===== src/rtl/cc_unit_pkg.sv =====
package cc_unit_pkg;
  localparam int ACT_W = 4;

  // Low three bits of the action code select the function; bit 3 selects repeat.
  localparam logic [2:0] FN_PULSE   = 3'd7;
  localparam logic [2:0] FN_TOGGLE  = 3'd6;
  localparam logic [2:0] FN_SET     = 3'd5;
  localparam logic [2:0] FN_CLEAR   = 3'd4;
  localparam logic [2:0] FN_Z_SET   = 3'd3;
  localparam logic [2:0] FN_Z_CLEAR = 3'd2;
  localparam logic [2:0] FN_CAPTURE = 3'd1;

  typedef struct packed {
    logic doSet;
    logic doClr;
    logic doTgl;
    logic doPulse;
    logic doCapt;
    logic doDisarm;
  } ccStrobe_t;
endpackage


===== src/rtl/cc_unit_ctrl.sv =====
module cc_unit_ctrl
  import cc_unit_pkg::*;
#(
  parameter int CNT_W = 16,
  parameter int EV_N  = 4
) (
  input  logic [ACT_W-1:0] action,
  input  logic [EV_N-1:0]  evEn,
  input  logic [CNT_W-1:0] ccReg,
  input  logic [CNT_W-1:0] cnt,
  input  logic             captStrobe,
  output ccStrobe_t        strb
);
  logic [2:0] func;
  logic       repeatMode;
  logic       armed;
  logic       match;
  logic       atZero;
  logic       coinc;
  logic       trigger;
  ccStrobe_t  raw;

  assign func       = action[2:0];
  assign repeatMode = action[ACT_W-1];
  assign match      = (ccReg == cnt);
  assign atZero     = (cnt == '0);
  assign coinc      = atZero && (ccReg == '0);
  // Idle codes 0 and 8; a one-shot with no enables left is also idle.
  assign armed = (func != 3'd0) && (repeatMode || (evEn != '0));

  always_comb begin
    raw     = '0;
    trigger = 1'b0;
    case (func)
      FN_PULSE: begin
        raw.doSet   = match;
        raw.doPulse = match;
        trigger     = match;
      end
      FN_TOGGLE: begin
        raw.doTgl = match;
        trigger   = match;
      end
      FN_SET: begin
        raw.doSet = match;
        trigger   = match;
      end
      FN_CLEAR: begin
        raw.doClr = match;
        trigger   = match;
      end
      FN_Z_SET: begin
        if (coinc) raw.doClr = 1'b1;
        else begin
          raw.doSet = atZero;
          raw.doTgl = match;
        end
        trigger = match;
      end
      FN_Z_CLEAR: begin
        if (coinc) raw.doSet = 1'b1;
        else begin
          raw.doClr = atZero;
          raw.doTgl = match;
        end
        trigger = match;
      end
      FN_CAPTURE: begin
        raw.doSet  = captStrobe;
        raw.doCapt = captStrobe;
        trigger    = captStrobe;
      end
      default: ;
    endcase
    raw.doDisarm = trigger && !repeatMode;
    strb = armed ? raw : '0;
  end
endmodule


===== src/rtl/cc_unit_dpath.sv =====
module cc_unit_dpath
  import cc_unit_pkg::*;
#(
  parameter int CNT_W = 16,
  parameter int EV_N  = 4,
  localparam int CFG_W = ACT_W + EV_N
) (
  input  logic             clk,
  input  logic             rstN,
  input  logic             cfgWe,
  input  logic [CFG_W-1:0] cfgWdata,
  input  logic             ccWe,
  input  logic [CNT_W-1:0] ccWdata,
  input  logic [CNT_W-1:0] cnt,
  input  ccStrobe_t        strb,
  output logic [ACT_W-1:0] action,
  output logic [EV_N-1:0]  evEn,
  output logic [CNT_W-1:0] ccReg,
  output logic [EV_N-1:0]  evOut
);
  logic [1:0]      pulseStage;
  logic [EV_N-1:0] pulseMask;
  logic [EV_N-1:0] evNext;

  // Apply order: end of a running pulse, then zero action, then match toggle.
  always_comb begin
    evNext = evOut;
    if (pulseStage == 2'd1) evNext = evNext & ~pulseMask;
    if (strb.doSet)         evNext = evNext | evEn;
    if (strb.doClr)         evNext = evNext & ~evEn;
    if (strb.doTgl)         evNext = evNext ^ evEn;
  end

  always_ff @(posedge clk) begin
    if (!rstN) begin
      action     <= '0;
      evEn       <= '0;
      ccReg      <= '0;
      evOut      <= '0;
      pulseStage <= '0;
      pulseMask  <= '0;
    end else begin
      if (cfgWe) {evEn, action} <= cfgWdata;
      else if (strb.doDisarm) evEn <= '0;

      if (ccWe) ccReg <= ccWdata;
      else if (strb.doCapt) ccReg <= cnt;

      evOut <= evNext;

      if (strb.doPulse) begin
        pulseStage <= 2'd2;
        pulseMask  <= evEn;
      end else if (pulseStage != 2'd0) begin
        pulseStage <= pulseStage - 2'd1;
      end
    end
  end
endmodule


===== src/rtl/cc_channel_unit.sv =====
module cc_channel_unit
  import cc_unit_pkg::*;
#(
  parameter int CNT_W = 16,
  parameter int EV_N  = 4,
  localparam int CFG_W = ACT_W + EV_N
) (
  input  logic             clk,
  input  logic             rstN,
  input  logic             cfgWe,
  input  logic [CFG_W-1:0] cfgWdata,
  output logic [CFG_W-1:0] cfgRdata,
  input  logic             ccWe,
  input  logic [CNT_W-1:0] ccWdata,
  output logic [CNT_W-1:0] ccValue,
  input  logic [CNT_W-1:0] cnt,
  input  logic             captStrobe,
  output logic [EV_N-1:0]  evOut
);
  ccStrobe_t        strb;
  logic [ACT_W-1:0] action;
  logic [EV_N-1:0]  evEn;

  cc_unit_ctrl #(.CNT_W(CNT_W), .EV_N(EV_N)) ctrl_i (
    .action(action), .evEn(evEn), .ccReg(ccValue), .cnt(cnt),
    .captStrobe(captStrobe), .strb(strb)
  );

  cc_unit_dpath #(.CNT_W(CNT_W), .EV_N(EV_N)) dpath_i (
    .clk(clk), .rstN(rstN), .cfgWe(cfgWe), .cfgWdata(cfgWdata),
    .ccWe(ccWe), .ccWdata(ccWdata), .cnt(cnt), .strb(strb),
    .action(action), .evEn(evEn), .ccReg(ccValue), .evOut(evOut)
  );

  assign cfgRdata = {evEn, action};
endmodule


===== config.mk =====
export PLATFORM = sky130hd
export DESIGN_NAME = cc_channel_unit
export DESIGN_NICKNAME = d
export VERILOG_FILES = /design/src/rtl/cc_unit_pkg.sv /design/src/rtl/cc_unit_ctrl.sv /design/src/rtl/cc_unit_dpath.sv /design/src/rtl/cc_channel_unit.sv
export SDC_FILE = /design/constraint.sdc
export NUM_CORES = 1
export LEC_CHECK = 0
export CORE_AREA = 2 2 73 75
export CTS_CLUSTER_SIZE = 14
export DETAILED_ROUTE_END_ITERATION = 12
export DIE_AREA = 0 0 75 77
export PLACE_DENSITY = 0.83
export RECOVER_POWER = 100
export REMOVE_ABC_BUFFERS = 1
export SYNTH_ARGS = -nofsm -noshare
export SYNTH_HDL_FRONTEND = slang
export SYNTH_SLANG_ARGS = --single-unit

===== constraint.sdc =====
create_clock -name clk -period 2 [get_ports clk]
set_clock_uncertainty 0.1 [all_clocks]
set_input_delay 0.5 -clock clk [delete_from_list [all_inputs] [get_ports clk]]
set_output_delay 0.5 -clock clk [all_outputs]
set_load 0.01 [all_outputs]

==> results.md, run 1 <==
- I/O pin cnt: 73
- Crit path kind: in2reg
- Number of global-route vias before repair: 2046
- Post-synthesis async set-or-reset flop share: 0%
- Dpl hpwl: 4222 um
- DRT Pass-1 Iters: 4
- Final hold viol count: 0
- Compound-gate portion of the synthesized area: 15.47%
- Relative slew slack: 71.29%
- Simple-gate share of the synthesized area: 23.17%
- Die ar.: 5775 um^2
- Layout cells sized above 1: 29.48%
- CTS root buf: clkbuf_8
- Violated checks: setup timing
- Pins over their slew limit: 0
- Clk buf depth: 2
- CP Launch Point: cnt[5]
- Fmax: 472.4 MHz
- Avg WL per Cell: 16.75 um
- CTS sink count: 34
- FILL cells: 389
- H-tree Lvls: 2
- Post-synthesis register bit count: 34
- RSZ-0062 raised after global routing: yes
- Largest cells by area after synthesis: dfxtp_1 36%, mux2i_1 13%, xor2_1 7.9%, and2_1 5.3%, nand2_1 5.2%
- Adder-cell share of the synthesized area: 0%
- Worst r2r src: dpath_i.ccReg[3]
- Clock slew at reported path FFs: 0.07 ns
- Top cell family by delay on the critical path: compound AO/OA/AOI/OAI gates
- PortBufs: 72
- Synth area leader: dfxtp_1
- Worst Setup End Kind: register
- Type of the worst min-delay path: reg2reg
- Post-synthesis mux area share: 12.75%
- Initial Util: 37.86%
- Synth cell count leaders: 34 x dfxtp_1, 26 x nand2_1, 24 x mux2i_1, 17 x xor2_1, 16 x and2_1
- Synthesized instance count: 214
- Area grow syn2layout: 73.71%
- Vias: 2070
- Crit path largest cell delay: 0.44 ns
- Diode count: 0
- PwrDens: 532.5 nW/um^2
- Worst-path fanout max: 4
- Layout Cells excl Fill: 399
- Post-synthesis xor/xnor area fraction: 8.367%
- Status: complete, but fails checks
- # DRC: 0
- Top-count cell post-synth: dfxtp_1
- Vias/cell: 5.188
- Ys flop type: dfxtp_1
- FF-to-FF End: dpath_i.evOut[2]
- Hold_buf cts: 0
- Largest family of logic cells by synthesized area: simple AND/OR/NAND/NOR gates
- Die Height: 77 um
- Setup-failing EPs final: 14
- Synthesized area per cell: 8.805 um^2
- Initial antenna violation count: 0
- Pin count of the biggest net entering global routing: 33
- Critical Path Sink: dpath_i.evOut[2]
- Syn Std Cell Area: 1884 um^2
- WP data arrival: 2.19 ns
- Worst-path cell chain: buf_2 > xor2_2 > nor4_1 > nand4_1 > o32a_4 > o31ai_2 > a21boi_1
- Dpl ws: -0.7069 ns
- Placed insts: 387
- Worst-margin pin slew: 0.4306 ns
- Total Routing Usage GR: 21.18%
- Critical Path RT: 2.07 ns
- Setup crit start kind: primary input
- Initial drt markers: 87
- CTS tree: done
- R2R depth: 6
- Area of the core: 4977 um^2
- First-pass GRT wire length: 9508 um
- Antenna Nets Post-Route: 0
- Die X: 75 um
- Final critical-path required period: 2.117 ns
- Sequential share of the synthesized area: 36.12%
- Yosys cell types: 36
- Post-synth top area share: 36.12%
- Maximum VDD drop: 396.5 uV
- Reg2reg setup slack: -0.11 ns
- CP max-delay cell: o32a_4
- Worst path depth: 7
- Setup ws final: -0.1170 ns
- Number of flops mapped to enable cells by yosys: 0
- Lkg Pwr: 1.406 nW
- Skew-Pair Late Insertion Delay: 0.29 ns
- GPL Wtd Cong: 0.8058
- Yosys warning total: 0
- Final net count: 373
- Crit path buf inv count: 1
- Final Cycle Share: 105.9%
- Total CTS buffers: 5
- Detailed Route WL: 6683 um
- Rows: 26
- Max Cap Viol: 0
- GRT overflow: 0
==> flip-flops by register name (all words and copies together) (netlist names) <==
| register | count |
|---|---|
| dpath_i.action | 4 |
| dpath_i.ccReg | 16 |
| dpath_i.evEn | 4 |
| dpath_i.evOut | 4 |
| dpath_i.pulseMask | 4 |
| dpath_i.pulseStage | 2 |
==> layer usage <==
metal	track usage, %	vias to the layer above	share of wire [%]
met5	0	-	0
met2	36.32	83	53
met3	2.760	22	4.9
li1	-	981	-
met4	9.464	0	3.4
met1	25.57	984	39
==> cell usage in the layout (no fill, tap or decap), drive strengths merged, types with 5 or more instances in the layout <==
cell | synthesis | final
mux2i | 24 | 24
buf | 3 | 54
clkbuf | 7 | 11
clkdlybuf4s50 | 0 | 47
nand2 | 26 | 26
xor2 | 17 | 17
dlygate4sd3 | 0 | 9
dfxtp | 34 | 34
nor4 | 11 | 11
o21ai | 20 | 20
a21boi | 5 | 5
nor2b | 11 | 11
and2 | 16 | 16
==> power by group <==
part           leakage [nW]  switching (mW)  internal (mW)
Sequential            0.281          0.0323          0.707
Clock                0.0482           0.251          0.278
Combinational          1.08           0.211          0.263
Total                  1.41           0.495           1.25
==> logic make-up after synthesis <==
kind of cell,Yosys count
simple gates,80
xor+xnor,18
compound gates,44
flops,34
buf+inv,14
mux,24
==> metrics by stage <==
step	TNS (ns)	util [%]	hold WS (ns)	total power, mW	instance area (um^2)
after global placement	-9.445	59.53	0.3207	1.155	2963
after detailed placement	-9.979	59.53	0.3506	1.162	2963
after global routing	-2.554	65.76	0.3973	1.814	3273
after CTS	-0.05860	62.59	0.3637	1.695	3115
after floorplan	-6.502	-	0.3118	0.8898	1822
final	-0.8015	65.76	0.3637	1.743	3273
==> worst min-delay path by stage <==
stage | from | end | slack, ns | depth (start not counted)
floorplan | dpath_i.pulseStage[0] | dpath_i.pulseStage[0] | 0.31 | 1
global placement | dpath_i.pulseStage[0] | dpath_i.pulseStage[0] | 0.32 | 1
detailed placement | dpath_i.pulseStage[0] | dpath_i.pulseStage[0] | 0.35 | 1
global route | dpath_i.pulseStage[0] | dpath_i.pulseStage[0] | 0.40 | 1
finish | dpath_i.pulseStage[0] | dpath_i.pulseStage[0] | 0.36 | 1
CTS | dpath_i.pulseStage[1] | dpath_i.pulseStage[0] | 0.36 | 2
==> area by class of cell <==
cell class / instances / area (um^2) / share of cell area, %
clock buffer: 7 / 86.33 / 2.638
inverter: 4 / 15.01 / 0.4587
tap: 70 / 87.58 / 2.676
clock inverter: 1 / 5.005 / 0.1529
multi-input combinational: 166 / 1326 / 40.52
timing repair buffer: 117 / 1061 / 32.42
sequential: 34 / 691.9 / 21.14
==> repair_timing <==
item                                    in CTS  in global routing
gates cloned                                 0                  2
pin swaps                                   17                 12
hold endpoints to repair                     0                  0
gates resized for setup                     81                 24
setup buffers                                1                  1
endpoints found under the setup margin      16                 27
No activity file was read; power rests on OpenSTA's default activity.
==> run 2, diff against run 1 <==
- CORE_AREA: 2 2 73 75 -> 4 4 69 71
- DIE_AREA: 0 0 75 77 -> 0 0 73 75
- GPL_TIMING_DRIVEN: default -> 0
- PLACE_DENSITY: 0.83 -> 0.91
- clock period: 2 -> 2.66 ns (I/O delays scaled with it)
==> run 2 against run 1 <==
- the flow now finishes without violations
- design area shrank 15%
- non-clock buffer count shrank 44
- critical path depth grew 1
- worst setup slack gained 0.12 ns
- combinational power shrank 47%
- sequential power shrank 24%
- die area shrank 5.2%
- via count shrank 13%
==> results.md, run 2 (same netlist as run 1, synthesis figures left out) <==
- CTS root buf: clkbuf_8
- Worst-path fanout max: 5 (+1)
- WHS Endpoint: dpath_i.pulseStage[0]
- R2R depth: 6 (unchanged)
- Final hold viol count: 0 (unchanged)
- Top cell family by delay on the critical path: compound AO/OA/AOI/OAI gates
- Area after detailed placement: 2608 um^2 (-12%)
- Total CTS buffers: 5 (unchanged)
- Gate power share: 19.6% (-7.6 points)
- Type of the worst min-delay path: reg2reg
- Maximum VDD drop: 262.5 uV (-34%)
- Hold slack: 0.3583 ns (-0.005455 ns)
- Lkg Pwr: 1.193 nW (-15%)
- FF-to-FF End: dpath_i.evOut[2]
- CP max-delay cell: clkdlybuf4s50_1
- Reg2reg setup slack: 0.20 ns (+0.31 ns)
- Setup TNS: 0 ns (+0.8015 ns)
- Design Area, Final: 2766 um^2 (-15%)
- Layout cells sized above 1: 7.368% (-22 points)
- Pins over their slew limit: 0 (unchanged)
- Avg WL per Cell: 16.24 um (-3.0%)
- Relative slew slack: 30.62% (-41 points)
- Final Cycle Share: 99.89%
- Dpl hpwl: 4039 um (-4.4%)
- Max reg flops: 16 (unchanged)
- Largest reg by FF count: dpath_i.ccReg
- CTS tree: done
- DRT Pass-1 Iters: 4 (unchanged)
- Total Routing Usage GR: 20.13% (-1.0 points)
- Vias/cell: 5.350 (+3.1%)
- Hold Crit Start: dpath_i.pulseStage[0]
- Crit path kind: in2reg
- CTS sink count: 34 (unchanged)
- Vias: 1803 (-13%)
- I/O pin cnt: 73 (unchanged)
- First-pass GRT wire length: 8445 um (-11%)
- Critical Path RT: 2.74 ns (+0.67 ns)
- GRT overflow: 0 (unchanged)
- Worst-margin pin slew: 1.037 ns (+0.6066 ns)
- Initial drt markers: 95 (+9.2%)
- Crit path largest cell delay: 0.49 ns (+0.05 ns)
- Die X: 73 um (-2.7%)
- Setup-failing EPs final: 0 (-14)
- Setup crit start kind: primary input
- Fmax: 376.3 MHz
- PortBufs: 72 (unchanged)
- Diode count: 0 (unchanged)
- PwrDens: 463.1 nW/um^2 (-13%)
- Pin count of the biggest net entering global routing: 36 (+9.1%)
- Worst Setup End Kind: register
- Final critical-path required period: 2.657 ns
- Clock slew at reported path FFs: 0.07 ns (about the same)
- Sw power: 334.6 uW (-32%)
- # DRC: 0 (unchanged)
- Max Cap Viol: 0 (unchanged)
- Commonest non-fill, non-tap cell in the layout: clkdlybuf4s50_1
- Skew-Pair Late Insertion Delay: 0.29 ns (about the same)
- WP data arrival: 2.74 ns (+0.55 ns)
- Area of the core: 4234 um^2 (-15%)
- Crit path buf inv count: 2 (+1)
- Pint: 946.7 uW (-24%)
- Switching fraction of total power: 26.11% (-2.3 points)
- H-tree Lvls: 2 (unchanged)
- Worst r2r src: dpath_i.evEn[1]
- Hold Path Stages: 1 (unchanged)
- Area grow syn2layout: 46.81%
- Rows: 24 (-7.7%)
- Initial Util: 44.50% (+6.6 points)
- Clock share of power: 36.6% (+6.2 points)
- Worst-path cell chain: clkdlybuf4s50_1 > xor2_1 > nor4_2 > nand4_1 > buf_4 > o32a_2 > o31ai_1 > a21boi_1
- Sequential power share: 43.8% (+1.4 points)
- Antenna Nets Post-Route: 0 (unchanged)
- Detailed Route WL: 5473 um (-18%)
- CP Launch Point: cnt[8]
- Status: complete, no violations
- Die ar.: 5475 um^2 (-5.2%)
- Number of global-route vias before repair: 1760 (-14%)
- Clk buf depth: 2 (unchanged)
- Final net count: 329 (-12%)
- Most frequent cells in the layout: 41 x clkdlybuf4s50_1, 34 x dfxtp_1, 29 x dlygate4sd3_1
- Die Height: 75 um (-2.6%)
- GPL Wtd Cong: 0.7925 (-1.7%)
- Initial antenna violation count: 0 (unchanged)
## run 2: cell types whose count changed in the layout (fill, tap and decap cells not counted), moves of 7 or more
cell / previous run / this run
buf_4: 38 / 1
dlygate4sd3_1: 9 / 29
buf_2: 11 / 0
and2_0: 0 / 10
and2_1: 16 / 6
dfxtp_1: 27 / 34
o21ai_0: 6 / 13
o21ai_1: 13 / 6
## run 2: final cells by class
class                           instances  area (um^2)
Clock buffer                            5        68.82
Clock inverter                          3        40.04
Fill cell                             335         1468
Inverter                                4        15.01
Multi-Input combinational cell        166         1164
Sequential cell                        34        680.7
Tap cell                               52        65.06
Timing Repair Buffer                   73        733.2
## run 2: worst max-delay path by stage
stage | end | slack [ns] | cells after the start
2_1_floorplan | dpath_i.evOut[2] | 0.28 | 6
3_3_place_gp | dpath_i.pulseMask[2] | -0.35 | 7
3_5_place_dp | dpath_i.pulseMask[3] | -0.39 | 7
4_1_cts | dpath_i.evOut[2] | 0.06 | 8
5_1_grt | dpath_i.evOut[2] | -0.06 | 8
6_report | dpath_i.evOut[2] | 0.003 | 8
## run 2: metrics by stage
step / total power, mW / std cells / utilization [%] / setup slack, ns
2_1_floorplan: 0.6690 / 204 / - / 0.2817
3_3_place_gp: 0.8179 / 328 / 61.58 / -0.3530
3_5_place_dp: 0.8268 / 328 / 61.58 / -0.3901
4_1_cts: 1.291 / 337 / 64.48 / 0.05553
5_1_grt: 1.333 / 337 / 65.34 / -0.05797
6_report: 1.281 / 337 / 65.34 / 0.002830
## run 2: routing by layer
metal  routed length (um)  track usage [%]  up-vias
li1                     -                -      903
met1                 2260            24.20      841
met2                 2867            36.05       49
met3                  224            4.005       10
met4                  120            6.352        0
met5                    0                0        -
## run 2: repair_timing
item                                    4_1_cts  5_1_grt
endpoints found under the setup margin        7        5
hold buffers                                  0        0
buffers inserted                              1        0
pin swaps                                     1        2
resized for setup                             2        8
## run 2: power by group through the flow
stage / combinational (mW) / sequential [mW] / clock, mW
global route: 0.273 / 0.565 / 0.495
floorplan: 0.0924 / 0.577 / 0
detailed placement: 0.253 / 0.573 / 0
CTS: 0.256 / 0.562 / 0.474
finish: 0.251 / 0.562 / 0.469
global placement: 0.246 / 0.572 / 0
